### src/rtl/lpia_pkg.sv
package lpia_pkg;
    localparam int unsigned LVL_W = 3;
    localparam int unsigned PRI_W = 3;
    // rank key: level, priority, half-step bit that places external lines mid-level
    localparam int unsigned KEY_W = LVL_W + PRI_W + 1;
    localparam logic [PRI_W:0] MID_SUB = {1'b0, {PRI_W{1'b1}}};

    typedef enum logic [1:0] {
        SEL_CTRL = 2'd0,
        SEL_MASK = 2'd1,
        SEL_MALL = 2'd2
    } cfg_sel_e;
endpackage

### src/rtl/lpia_regs.sv
module lpia_regs
    import lpia_pkg::*;
#(
    parameter int unsigned SRC_N = 64,
    parameter int unsigned EXT_N = 7,
    parameter int unsigned IDX_W = 6
) (
    input  logic                          clk,
    input  logic                          rst_n,
    input  logic                          cfg_we,
    input  logic [1:0]                    cfg_sel,
    input  logic [IDX_W-1:0]              cfg_src,
    input  logic [7:0]                    cfg_wdata,
    output logic [SRC_N-1:0][LVL_W-1:0]   src_lvl,
    output logic [SRC_N-1:0][PRI_W-1:0]   src_pri,
    output logic [SRC_N-1:0]              src_mask,
    output logic                          mask_all,
    output logic [7:0]                    cfg_rdata
);
    localparam logic [IDX_W-1:0] FIRST_PROG = IDX_W'(EXT_N + 1);

    typedef struct packed {
        logic [SRC_N-1:0][LVL_W-1:0] lvl;
        logic [SRC_N-1:0][PRI_W-1:0] pri;
        logic [SRC_N-1:0]            mask;
        logic                        mall;
    } reg_st_t;

    reg_st_t st_d, st_q;

    always_comb begin
        st_d = st_q;
        if (cfg_we) begin
            unique case (cfg_sel_e'(cfg_sel))
                SEL_CTRL: if (cfg_src >= FIRST_PROG) begin
                    st_d.lvl[cfg_src] = cfg_wdata[5:3];
                    st_d.pri[cfg_src] = cfg_wdata[2:0];
                end
                SEL_MASK: if (cfg_src != '0) st_d.mask[cfg_src] = cfg_wdata[0];
                SEL_MALL: st_d.mall = cfg_wdata[0];
                default: ;
            endcase
        end
    end

    always_ff @(posedge clk or negedge rst_n) begin
        if (!rst_n) begin
            st_q.lvl  <= '0;
            st_q.pri  <= '0;
            st_q.mask <= '1;
            st_q.mall <= 1'b0;
        end else begin
            st_q <= st_d;
        end
    end

    assign src_lvl   = st_q.lvl;
    assign src_pri   = st_q.pri;
    assign src_mask  = st_q.mask;
    assign mask_all  = st_q.mall;
    assign cfg_rdata = {st_q.mask[cfg_src], 1'b0, st_q.lvl[cfg_src], st_q.pri[cfg_src]};
endmodule

### src/rtl/lpia_key.sv
module lpia_key
    import lpia_pkg::*;
#(
    parameter int unsigned SRC_N = 64,
    parameter int unsigned EXT_N = 7
) (
    input  logic [SRC_N-1:0]              req,
    input  logic [SRC_N-1:0][LVL_W-1:0]   src_lvl,
    input  logic [SRC_N-1:0][PRI_W-1:0]   src_pri,
    input  logic [SRC_N-1:0]              src_mask,
    input  logic                          mask_all,
    output logic [SRC_N-1:0][KEY_W-1:0]   key,
    output logic [SRC_N-1:0]              qual
);
    for (genvar i = 0; i < SRC_N; i++) begin : g_src
        if (i == 0) begin : g_none
            assign key[i]  = '0;
            assign qual[i] = 1'b0;
        end else if (i <= EXT_N) begin : g_ext
            localparam logic [LVL_W-1:0] FIX_LVL = LVL_W'(i);
            assign key[i]  = {FIX_LVL, MID_SUB};
            assign qual[i] = req[i] & ~src_mask[i] & ~mask_all;
        end else begin : g_prog
            assign key[i]  = {src_lvl[i], src_pri[i], 1'b0};
            assign qual[i] = req[i] & ~src_mask[i] & ~mask_all & (src_lvl[i] != '0);
        end
    end
endmodule

### src/rtl/lpia_pick.sv
module lpia_pick
    import lpia_pkg::*;
#(
    parameter int unsigned SRC_N = 64,
    parameter int unsigned IDX_W = 6
) (
    input  logic [SRC_N-1:0]              cand,
    input  logic [SRC_N-1:0][KEY_W-1:0]   key,
    output logic                          found,
    output logic [IDX_W-1:0]              win_idx,
    output logic [KEY_W-1:0]              win_key
);
    always_comb begin
        found   = 1'b0;
        win_idx = '0;
        win_key = '0;
        for (int i = 0; i < SRC_N; i++) begin
            if (cand[i] && (!found || key[i] > win_key)) begin
                found   = 1'b1;
                win_idx = IDX_W'(i);
                win_key = key[i];
            end
        end
    end
endmodule

### src/rtl/lpia_top.sv
module lpia_top
    import lpia_pkg::*;
#(
    parameter int unsigned SRC_N    = 64,
    parameter int unsigned EXT_N    = 7,
    parameter int unsigned VEC_W    = 8,
    parameter int unsigned VEC_BASE = 64,
    parameter int unsigned VEC_SPUR = 24,
    parameter int unsigned IDX_W    = $clog2(SRC_N)
) (
    input  logic                       clk,
    input  logic                       rst_n,
    input  logic [EXT_N-1:0]           ext_req,
    input  logic [SRC_N-EXT_N-2:0]     int_req,
    input  logic                       cfg_we,
    input  logic [1:0]                 cfg_sel,
    input  logic [IDX_W-1:0]           cfg_src,
    input  logic [7:0]                 cfg_wdata,
    output logic [7:0]                 cfg_rdata,
    input  logic [LVL_W-1:0]           ack_level,
    output logic [VEC_W-1:0]           ack_vector,
    output logic [VEC_W-1:0]           sw_vector,
    output logic [LVL_W-1:0]           cur_level
);
    typedef struct packed {
        logic [LVL_W-1:0] lvl;
    } top_st_t;

    logic [SRC_N-1:0]            req_all;
    logic [SRC_N-1:0][LVL_W-1:0] src_lvl;
    logic [SRC_N-1:0][PRI_W-1:0] src_pri;
    logic [SRC_N-1:0]            src_mask;
    logic                        mask_all_w;
    logic [SRC_N-1:0][KEY_W-1:0] key;
    logic [SRC_N-1:0]            qual;
    logic [SRC_N-1:0]            lvl_cand;
    logic                        all_found, lvl_found;
    logic [IDX_W-1:0]            all_idx, lvl_idx;
    logic [KEY_W-1:0]            all_key, lvl_key;
    top_st_t                     st_d, st_q;

    assign req_all = {int_req, ext_req, 1'b0};

    lpia_regs #(.SRC_N(SRC_N), .EXT_N(EXT_N), .IDX_W(IDX_W)) u_regs (
        .clk(clk), .rst_n(rst_n), .cfg_we(cfg_we), .cfg_sel(cfg_sel),
        .cfg_src(cfg_src), .cfg_wdata(cfg_wdata), .src_lvl(src_lvl),
        .src_pri(src_pri), .src_mask(src_mask), .mask_all(mask_all_w),
        .cfg_rdata(cfg_rdata)
    );

    lpia_key #(.SRC_N(SRC_N), .EXT_N(EXT_N)) u_key (
        .req(req_all), .src_lvl(src_lvl), .src_pri(src_pri),
        .src_mask(src_mask), .mask_all(mask_all_w), .key(key), .qual(qual)
    );

    for (genvar i = 0; i < SRC_N; i++) begin : g_lvl
        assign lvl_cand[i] = qual[i] & (key[i][KEY_W-1 -: LVL_W] == ack_level);
    end

    lpia_pick #(.SRC_N(SRC_N), .IDX_W(IDX_W)) u_pick_all (
        .cand(qual), .key(key), .found(all_found), .win_idx(all_idx), .win_key(all_key)
    );

    lpia_pick #(.SRC_N(SRC_N), .IDX_W(IDX_W)) u_pick_lvl (
        .cand(lvl_cand), .key(key), .found(lvl_found), .win_idx(lvl_idx), .win_key(lvl_key)
    );

    function automatic logic [VEC_W-1:0] to_vec(input logic hit, input logic [IDX_W-1:0] idx);
        return hit ? VEC_W'(VEC_BASE) + VEC_W'(idx) : VEC_W'(VEC_SPUR);
    endfunction

    assign sw_vector  = to_vec(all_found, all_idx);
    assign ack_vector = to_vec(lvl_found, lvl_idx);

    always_comb begin
        st_d     = st_q;
        st_d.lvl = all_found ? all_key[KEY_W-1 -: LVL_W] : '0;
    end

    always_ff @(posedge clk or negedge rst_n) begin
        if (!rst_n) st_q <= '0;
        else        st_q <= st_d;
    end

    assign cur_level = st_q.lvl;
endmodule

### config.mk
export PLATFORM = sky130hd
export DESIGN_NAME = lpia_top
export DESIGN_NICKNAME = d
export VERILOG_FILES = /design/src/rtl/lpia_pkg.sv /design/src/rtl/lpia_regs.sv /design/src/rtl/lpia_key.sv /design/src/rtl/lpia_pick.sv /design/src/rtl/lpia_top.sv
export SDC_FILE = /design/constraint.sdc
export NUM_CORES = 2
export LEC_CHECK = 0
export ABC_CLOCK_PERIOD_IN_PS = 253100
export BUFFER_PORTS_ARGS = -buffer_cell sky130_fd_sc_hd__buf_4
export CAP_MARGIN = 5
export CORE_ASPECT_RATIO = 1.5
export CORE_MARGIN = 3
export CORE_UTILIZATION = 60
export DETAILED_ROUTE_END_ITERATION = 8
export PLACE_DENSITY = 0.82
export SKIP_CTS_REPAIR_TIMING = 1
export SLEW_MARGIN = 10
export SYNTH_ARGS = -nofsm -noshare
export SYNTH_HDL_FRONTEND = slang
export SYNTH_SLANG_ARGS = --single-unit
export TNS_END_PERCENT = 1
### constraint.sdc
create_clock -name clk -period 253.1 [get_ports clk]
set_input_delay 75.93 -clock clk [delete_from_list [all_inputs] [get_ports clk]]
set_output_delay 75.93 -clock clk [all_outputs]
set_load 0.1 [all_outputs]
==> tab_implementation.tex <==
\begin{tabular}{lr}
\hline
Metric & Value \\
\hline
\multicolumn{2}{l}{\textbf{Status}} \\
\quad Result of the run & finished, violations left \\
\quad Violations in the final reports & design-rule violations, max-capacitance violations, max-slew violations \\
\multicolumn{2}{l}{\textbf{Yosys}} \\
\quad Cell types with the highest counts after synthesis & nand2\_1, ha\_1, inv\_1 \\
\quad Synth top area cells & dfrtp\_1, ha\_1, mux2\_2, nand2\_1, a21oi\_1 \\
\quad Top cell type by total area after synthesis & dfrtp\_1 \\
\quad Yosys warnings & 0 \\
\quad Instance count of the mapped netlist & 7010 \\
\quad Share of async-settable or async-resettable flops after synthesis & 100\% \\
\quad Share of the synthesized area in the top cell type & 16.9\% \\
\quad Number of distinct library cell variants in the gate-level netlist after synthesis & 191 \\
\quad Leading register cell type out of synthesis & dfrtp\_1 \\
\quad Cell with the most instances after synthesis & nand2\_1 \\
\quad Post-synthesis sequential area ratio & 19.9\% \\
\quad EDFF count, synth & 0 \\
\quad Area of the mapped netlist & between 50000 and 60000 sq um \\
\quad Number of register bits inferred by synthesis & around 450 \\
\quad Synth Area per Inst & 8.17 sq um \\
\multicolumn{2}{l}{\textbf{Critical path}} \\
\quad Cell seen most often among critical-path stages & ha\_1 \\
\quad Critical path's slowest cell & or4\_4 \\
\quad Flop-to-flop setup slack & 160.11 ns \\
\quad Crit-path max FO & 8 \\
\quad Setup crit start kind & primary input \\
\quad Data arrival time of the critical path & 175.39 ns \\
\quad Worst Setup End Kind & output port \\
\quad Delay of the slowest cell on the worst path & 0.55 ns \\
\quad Required time at the endpoint of the critical path & 177.17 ns \\
\quad CP delay by family, top & compound AO/OA/AOI/OAI gates \\
\quad Kind of critical path & in2out \\
\quad Number of buffers and inverters on the critical path & 50 \\
\multicolumn{2}{l}{\textbf{Timing}} \\
\quad Unrepaired setup endpoints after global routing & yes \\
\quad Highest Clock Rate & 3.98 MHz \\
\quad Clock skew & 0.0144 ns \\
\quad Count of final max-slew check failures & 4 \\
\quad Finish-stage setup viols & 0 \\
\quad Min Clock Period, post-route & 251.32 ns \\
\quad Worst rel slew slack & -69.2\% \\
\quad Final Hold Vio Count & 0 \\
\quad Hold slack final & 0.367 ns \\
\quad Share of the clock period used by the worst path after layout & 99.3\% \\
\quad Setup slack after layout & 1.78 ns \\
\quad Measured slew at the worst slew-check pin & 2.50 ns \\
\multicolumn{2}{l}{\textbf{Clock network}} \\
\quad CTS tree & built \\
\quad CTS clk-pin slew, worst paths & 0.06 ns \\
\quad Clock root buffer master & clkbuf\_16 \\
\quad Maximum count of clock buffers along a single path & 3 \\
\quad Clock buffers created by TritonCTS & 47 \\
\quad Sinks on the clock net & 452 \\
\quad Htree depth & 2 \\
\quad Source-to-sink clock delay at the later pin of the worst-skew pair & 0.61 ns \\
\multicolumn{2}{l}{\textbf{Placement}} \\
\quad Port Buffers & 106 \\
\quad Routability cong. & 1.06 \\
\quad Worst slack at placement & -2.61 ns \\
\quad Detail Placement HPWL & approximately 160000 microns \\
\multicolumn{2}{l}{\textbf{Cells and area}} \\
\quad Share of post-route cells with drive strength above 1 & a little under a third \\
\quad Final \#Nets & a little over 8000 \\
\quad Area of the multi-input gates & 43900 sq um \\
\quad Register area & 11400 sq um \\
\quad Fill cell instance count of the final layout & 7088 \\
\quad Layout-stage area growth over the synthesis result & 18.4\% \\
\multicolumn{2}{l}{\textbf{Global route}} \\
\quad Global-route wire length before repair & 327000 microns \\
\quad Number of global-route vias before repair & 60300 \\
\quad Antenna violations before repair & 16 \\
\quad Overall routing resource usage & 41.8\% \\
\quad Total congestion overflow after global routing & 0 \\
\quad Maximum number of pins on one net before global-route repair & between 100 and 150 \\
\multicolumn{2}{l}{\textbf{Routing}} \\
\quad Average routed wire per standard cell & 25.1 microns \\
\quad Number of design rule violations left after detail routing & 2 \\
\quad Total vias in the final route & 61600 \\
\quad Post-route antenna net violation count & 0 \\
\quad Count of routing violations after the opening detailed-route iteration & roughly 5800 \\
\quad Number of detailed-route iterations in the first pass & 9 \\
\quad Routed wire length & 224000 microns \\
\quad Post-detailed-route via-to-cell ratio & a little under 7 \\
\multicolumn{2}{l}{\textbf{Pwr}} \\
\quad IR Drop Worst-Case VDD & 0.00942 mV \\
\quad Pwr per Cell Area & 4.92 nW/um\^{}2 \\
\quad P\_leak & between 30 and 40 nW \\
\multicolumn{2}{l}{\textbf{Floorplanning}} \\
\quad Effective utilization at floorplan & 60.5\% \\
\quad Die span in x & 258 microns \\
\quad Die height & 384 microns \\
\quad Floorplan Core Area & 94600 sq um \\
\quad Top-level I/O count & about 110 \\
\quad Number of core rows & 138 \\
\quad Total die area & 99300 sq um \\
\multicolumn{2}{l}{\textbf{Job}} \\
\quad Count of maximum capacitance violations & 1 \\
\multicolumn{2}{l}{\textbf{Min path}} \\
\quad Type of the worst min-delay path & reg2reg \\
\hline
\end{tabular}
## registers in the layout, indices dropped and copies added, names as in the netlist
register	cells
u_regs.src_lvl	192
u_regs.src_pri	192
u_regs.src_mask	64
cur_level	3
u_regs.mask_all	1
## path summary, 6_finish.rpt
path	from	to	cells after the start
worst min-delay path	u_regs.src_mask[0]$_DFFE_PN1P_	u_regs.src_mask[0]$_DFFE_PN1P_	0
min in group asynchronous	rst_n	cur_level[1]$_DFF_PN0_	1
worst max-delay path	ext_req[4]	ack_vector[4]	527
max in group asynchronous	rst_n	u_regs.src_lvl[91]$_DFFE_PN0P_	3
worst min register to register	u_regs.src_mask[0]$_DFFE_PN1P_	u_regs.src_mask[0]$_DFFE_PN1P_	0
worst max register to register	u_regs.src_mask[6]$_DFFE_PN1P_	cur_level[2]$_DFF_PN0_	533
## per-stage QoR
stage	std cells	cell area (sq um)	setup TNS, ns	util, %	power [W]
floorplan	7012	57300	0	-	0.000192
global placement	8698	62600	-2.94	66.2	0.000240
detailed placement	8698	62600	-15.23	66.2	0.000244
CTS	8784	64200	-18.26	67.8	0.000317
global route	8930	67800	-14.99	71.7	0.000352
finish	8936	67800	0	71.7	0.000334
## worst reg2reg max path: cells and delay by family (launching register included)
| family | cells | cell delay, ns |
|---|---|---|
| fa+ha+maj | 56 | 15.73 |
| buf+inv | 69 | 7.63 |
| simple gates | 128 | 14.29 |
| mux | 17 | 5.83 |
| compound gates | 263 | 48.88 |
| flops | 1 | 0.59 |
## layout by cell type (no fill, tap or decap), types with 53 or more instances in the layout
cell type	netlist	routed
inv_1	559	554
a21oi_2	15	77
dfstp_2	64	64
o211ai_1	53	53
buf_4	16	909
ha_1	576	525
xnor2_1	131	131
mux2_2	499	488
a22oi_1	172	168
a31oi_1	86	73
dfrtp_1	388	387
a21o_1	84	83
nand2_1	668	655
o21ai_2	12	53
nor2_1	545	516
a21oi_1	447	378
xor2_1	91	91
o21ai_1	34	57
nor2b_1	73	71
nor3_1	125	110
or3_1	55	53
o21ai_0	431	356
mux2i_1	102	79
nand3_1	158	146
nand4_1	120	120
## power breakdown
| group | switching (W) | total, W | internal (W) |
|---|---|---|---|
| registers | 0.0000102 | 0.0000861 | 0.0000759 |
| clock network | 0.0000315 | 0.0000730 | 0.0000415 |
| logic | 0.000104 | 0.000175 | 0.0000702 |
| total | 0.000146 | 0.000334 | 0.000188 |
## layout make-up
cell class	count	area share [%]
clock inverter	26	0.426
tap	1260	2.32
antenna	9	0.0332
clock buffer	60	1.91
multi-input combinational	5626	64.7
timing repair buffer	944	10.7
inverter	559	3.09
sequential	452	16.8
## layer usage
layer / wire (microns) / track usage [%] / up-vias
li1: - / - / 27000
met1: 70800 / 40.1 / 28900
met2: 105000 / 72.0 / 3893
met3: 21800 / 11.0 / 1776
met4: 26600 / 40.2 / 16
met5: 148 / 0 / -
## cell families after synthesis
group / after synthesis / synth area share, %
multiplexers: 626 / 12.3
adder cells (fa/ha/maj): 590 / 12.8
AND/OR/NAND/NOR: 2190 / 19.2
XOR/XNOR: 227 / 3.58
AO/OA/AOI/OAI: 1987 / 24.4
flip-flops: 452 / 19.9
buffers and inverters: 937 / 7.78
other: 1 / 0.00655
Note: power is estimated with default switching activity, not from simulation.
